File: src/rtl/wdt_reset_supervisor.sv
module wdt_reset_supervisor #(
  parameter int unsigned TIMEOUT_CYC = 1600,
  parameter int unsigned HOLD_CYC    = 200
) (
  input  logic clk,
  input  logic rst_n,
  input  logic man_rst_n,
  input  logic wd_kick,
  input  logic supply_ok,
  output logic sys_rst_n,
  output logic sys_rst
);

  localparam int WW = $clog2(TIMEOUT_CYC + 1);
  localparam int HW = $clog2(HOLD_CYC + 1);
  localparam logic [WW-1:0] W_LAST = WW'(TIMEOUT_CYC - 1);
  localparam logic [HW-1:0] H_LOAD = HW'(HOLD_CYC);

  logic [1:0]    mr_sync;
  logic [2:0]    kick_sync;
  logic [HW-1:0] hold_cnt;
  logic [WW-1:0] wd_cnt;
  logic          in_rst, cause, kick_edge, wd_expire;

  assign in_rst    = (hold_cnt != '0);
  assign cause     = !mr_sync[1] || !supply_ok;
  assign kick_edge = kick_sync[1] ^ kick_sync[2];
  assign wd_expire = !in_rst && !kick_edge && (wd_cnt == W_LAST);

  always_ff @(posedge clk) begin
    if (!rst_n) begin
      mr_sync   <= 2'b11;
      kick_sync <= '0;
      hold_cnt  <= H_LOAD;
      wd_cnt    <= '0;
    end else begin
      mr_sync   <= {mr_sync[0], man_rst_n};
      kick_sync <= {kick_sync[1:0], wd_kick};
      if (cause || wd_expire)
        hold_cnt <= H_LOAD;
      else if (in_rst)
        hold_cnt <= hold_cnt - 1'b1;
      if (in_rst || kick_edge || wd_expire)
        wd_cnt <= '0;
      else
        wd_cnt <= wd_cnt + 1'b1;
    end
  end

  assign sys_rst   = in_rst;
  assign sys_rst_n = !in_rst;

  p_cause_reload_r8: assert property (@(posedge clk) disable iff (!rst_n)
    cause |=> (hold_cnt == H_LOAD));

  p_manual_hold_r2: assert property (@(posedge clk) disable iff (!rst_n)
    !mr_sync[1] |=> sys_rst);

  p_supply_assert_r4: assert property (@(posedge clk) disable iff (!rst_n)
    !supply_ok |=> (sys_rst && !sys_rst_n));

  p_wd_held_r7: assert property (@(posedge clk) disable iff (!rst_n)
    in_rst |=> (wd_cnt == '0));

  p_edge_restart_r6: assert property (@(posedge clk) disable iff (!rst_n)
    kick_edge |=> (wd_cnt == '0));

  p_expire_pulse_r5: assert property (@(posedge clk) disable iff (!rst_n)
    wd_expire |=> (sys_rst && hold_cnt == H_LOAD));

endmodule

File: config.mk
export PLATFORM = sky130hd
export DESIGN_NAME = wdt_reset_supervisor
export DESIGN_NICKNAME = d
export VERILOG_FILES = /design/src/rtl/wdt_reset_supervisor.sv
export SDC_FILE = /design/constraint.sdc
export NUM_CORES = 1
export LEC_CHECK = 0
export CAP_MARGIN = 20
export CORE_UTILIZATION = 32
export CTS_CLUSTER_SIZE = 25
export DETAILED_ROUTE_END_ITERATION = 6
export PLACE_DENSITY = 0.59
export RECOVER_POWER = 50
export SYNTH_ARGS = -nofsm -noshare
export SYNTH_HDL_FRONTEND = slang
export SYNTH_SLANG_ARGS = --single-unit
File: constraint.sdc
create_clock -name clk -period 2.8 [get_ports clk]
set_input_delay 0.28 -clock clk [delete_from_list [all_inputs] [get_ports clk]]
set_output_delay 0.28 -clock clk [all_outputs]
set_load 0.005 [all_outputs]
-- After elaboration in Yosys (flattened, before gate mapping)
Cells that the tools add are included.
- register bits after elaboration: 24
- input bits: 5
- output and inout port bits: 2
- logic and storage cells: 22
- $add $sub $neg: 2
- equality and inequality tests: 1
- bitwise logic cells: 2
- reduce and logical (&&, ||, !) cells: 13
- operators by type and width (cell ; number):
    $add 11x1->11 const B ; 1
    $eq 11x11->1 const B ; 1
    $reduce_bool 8->1 ; 1
    $sub 8x1->8 const B ; 1
    $logic_not 1->1 ; 4
    $logic_or 1x1->1 ; 4
    $reduce_or 2->1 ; 2
    $logic_and 1x1->1 ; 2
    $not 1->1 ; 1
    $xor 1x1->1 ; 1

-- Depth between registers and ports, before layout
- word-level depth: 6
- mapped depth: 8
- mapped depth without buffers: 7

-- Worst setup path after synthesis
OpenSTA, ideal clock, no wires.
- path type: flip-flop to flip-flop
- start point: register hold_cnt[0]
- end point: register hold_cnt[0]
- setup time: 0.115 ns
- arrival time: 1.360 ns
- required time: 2.685 ns
- slack: 1.325 ns
- cell stages (with the launch flop): 9
- path buffers: 1
- period minus slack after synthesis: 1.475 ns
- cells stage by stage: dfxtp_1 inv_1 ha_1 nor3b_1 and2_0 buf_4 inv_1 nor2_1 o21a_1
- cells in the longest elaborated chain, start to end: 6
- elaborated cells between the ends (all ways): 7
- those cells by class: 1 x add/sub; 6 x reduce/logical
- RTL lines (item ; line ; source):
    from (decl) ; 21 ; logic [HW-1:0] hold_cnt;
    from (signal assigned) ; 42 ; hold_cnt <= hold_cnt - 1'b1;
    $reduce_bool 8->1 ; 25 ; assign in_rst = (hold_cnt != '0);
    $logic_not 1->1 ; -- ;
    via sys_rst_n ; 10 ; output logic sys_rst_n,
    $logic_and 1x1->1 (2 in a row) ; 28 ; assign wd_expire = !in_rst && !kick_edge && (wd_cnt == W_LAST);
    $logic_or 1x1->1 ; 39 ; if (cause || wd_expire)
    $reduce_or 2->1 (no source line) ; -- ;
The timed path passes the listed nets, and every way through them passes these cells.
A chain may end at the register's enable or synchronous reset.

-- Worst setup path after layout
- start point: register hold_cnt[0]
- end point: output sys_rst
- cells in the longest elaborated chain, start to end: 1
- RTL lines (item ; line ; source):
    $reduce_bool 8->1 ; 25 ;
    to (decl) ; 11 ; output logic sys_rst
No other way between the ends.

==> results.yml <==
synthesis:
  synth_nets: 120
  ys_seq_area_frac: 0.4683
  syn-instance-count: 112
  yosys_warnings: 0
  ys_ff_latch: 24
  synthTopCellsByArea: "dfxtp_1 47%, xnor2_1 8.5%, nor2_1 6.6%"
  synth_top_area_cell: "dfxtp_1"
  mappedNetlistArea_um2: 1026
  synth_top_area_frac: 0.4683
  yosysUniqueCellTypes: 28
  avgSynthCellArea_um2: 9.161
placed_design:
  dpl.hpwl_um: 1287
  gp_congestion: 0.8097
  port_buffers: 6
status:
  status: "completed"
cells_and_area:
  antenna_cells: 0
  final_core_util: 0.3848
  fill_cells: 324
  final_common_cell: "dfxtp_1"
  final_nets: 129
  drive_gt1_frac: 0.05833
  syn_to_final_growth_pct: 14.51
  layout_common_cells: "24 x dfxtp_1, 18 x nor2_1, 10 x xnor2_1"
timing:
  fmax_ghz: 0.4132
  maxSlewViolCount: 0
  tightest_slew_ns: 0.3188
  period_minus_slack_ns: 2.420
  final_hold_viol_count: 0
  setup_violations: 0
  setup_tns_ns: 0
  hold_ws_ns: 0.4275
  finClkSkew_ns: 0.01505
  slew_headroom: 0.7859
  post-route-period-util: 0.8643
  rsz0062_at_grt: "no"
global_routing:
  antenna_found_initial: 0
  grt_pass1_wl_um: 3194
  gr-usage-all-layers: 0.1234
  grt-ovfl-total: 0
  grt_pass1_vias: 782
  grt_max_degree: 15
clocking:
  cts_tree: "done"
  hold_buffers: 0
  ctsResizeCount: 0
  clk_latency_ns: 0.32
  post-cts-setup-buffers: 0
  htreeDepth: 1
  cts_root_buf: "clkbuf_4"
  clock_path_buffers: 2
  clock_sinks: 24
  numCtsBuffers: 3
  clkTransAtPathRegs_ns: 0.14
power:
  p_leak_nw: 0.3962
  ir_drop_uv: 377.2
  p_per_area_nw_per_um2: 551.1
critical_path:
  worst_setup_path_end_kind: "output pin"
  r2r_start: "hold_cnt[0]"
  worstPathRequired_ns: 2.52
  start_kind: "flop"
  critPathArrivalTime_ns: 2.14
  cp_max_fo: 5
  ff2ff_path_depth: 6
  crit_type: "flop to output pin"
  ff2ff_setup_slack_ns: 0.98
  rr_endpoint: "wd_cnt[6]"
drt:
  avgViaCountPerCell: 4.683
  drc: 0
  drt_iter0_markers: 30
  drt-total-wl_um: 1741
  ant_nets: 0
  vias: 768
  wire_per_inst_um: 10.62
  drt-pass1-iter-count: 3
floorplan:
  initial_core_util: 0.3361
  rows: 20
  io_pins: 7
  dieArea_um2: 3437
  coreArea_um2: 3053
  die_y_um: 58.63
  die_x_um: 58.63
worst_hold_path:
  worstHoldPathType: "flop to flop"
  whs_endpoint: "mr_sync[1]"
  whs_path_depth: 1
  hp-start: "mr_sync[0]"
job:
  drv_cap: 0
[worst max path at each step]
stage                 from           to  slack, ns  cells after the start
2_1_floorplan  hold_cnt[0]  hold_cnt[0]       1.33                      8
3_3_place_gp   hold_cnt[0]      sys_rst       0.82                      6
3_5_place_dp   hold_cnt[0]      sys_rst       0.75                      6
4_1_cts        hold_cnt[0]      sys_rst       0.36                      6
5_1_grt        hold_cnt[0]      sys_rst       0.14                      6
6_report       hold_cnt[0]      sys_rst       0.38                      6
[metal layers]
metal / track usage / part of all wire / vias to the layer above
met5: 0 / 0 / -
met4: 0.05782 / 0.019 / 0
met3: 0.03956 / 0.026 / 4
met2: 0.2266 / 0.50 / 9
met1: 0.1265 / 0.45 / 364
li1: - / - / 391
[power by group]
part / switching, W / total (W) / internal [W]
combinational: 0.0000175 / 0.0000396 / 0.0000222
sequential: 0.00000812 / 0.000358 / 0.000350
clock: 0.000105 / 0.000250 / 0.000145
[synthesized netlist by cell type]
| cell type | number |
|---|---|
| nor4_4 | 1 |
| dfxtp_1 | 24 |
| xor2_1 | 3 |
| inv_1 | 7 |
| and2_0 | 1 |
| o211a_1 | 1 |
| nor4b_1 | 1 |
| nand4_2 | 1 |
| o2111a_1 | 1 |
| and2_1 | 4 |
| ha_1 | 3 |
| a31oi_1 | 1 |
| mux2i_1 | 1 |
| o21ai_0 | 2 |
| a21oi_1 | 3 |
| and3_2 | 1 |
| o21a_1 | 1 |
| nand4_1 | 2 |
| buf_6 | 1 |
| nand3_1 | 5 |
| xnor2_1 | 10 |
| nor2_1 | 18 |
| nor3_1 | 5 |
| nor4_1 | 1 |
| buf_4 | 1 |
| nand2_1 | 9 |
| nor3b_1 | 2 |
| nand2b_1 | 2 |
[logic make-up after synthesis]
kind of cell / synth area share
AND/OR/NAND/NOR: 0.2719
AO/OA/AOI/OAI: 0.05854
flip-flops: 0.4683
adder cells (fa/ha/maj): 0.03659
multiplexers: 0.009756
buffers and inverters: 0.04391
XOR/XNOR: 0.1110
[area by class of cell]
cell class	instances	area, µm²	share of cell area
clock inverter	1	30.03	0.02556
sequential	24	480.5	0.4089
inverter	7	26.28	0.02236
clock buffer	3	22.52	0.01917
timing repair buffer	6	60.06	0.05112
multi-input combinational	79	500.5	0.4260
tap	44	55.05	0.04686
[critical path, cell delays in order (launching register included)]
cell,delay (ns)
dfxtp_1,0.36
inv_1,0.11
ha_1,0.19
nor3b_1,0.24
and2_0,0.30
inv_1,0.15
clkdlybuf4s50_1,0.47
[per-stage QoR]
step / worst slack, ns / total power (W) / instance area (µm²) / cells
after floorplan: 1.325 / 0.0003926 / 1026 / 112
after global placement: 0.8192 / 0.0004050 / 1122 / 160
after detailed placement: 0.7539 / 0.0004057 / 1122 / 160
after CTS: 0.3595 / 0.0006636 / 1175 / 164
after global routing: 0.1350 / 0.0006811 / 1175 / 164
final: 0.3800 / 0.0006474 / 1175 / 164
[sequential cells by signal, summed over array words and instances (netlist names)]
register / flops
wd_cnt: 11
hold_cnt: 8
kick_sync: 3
mr_sync: 2
(Power assumes the default switching activity.)
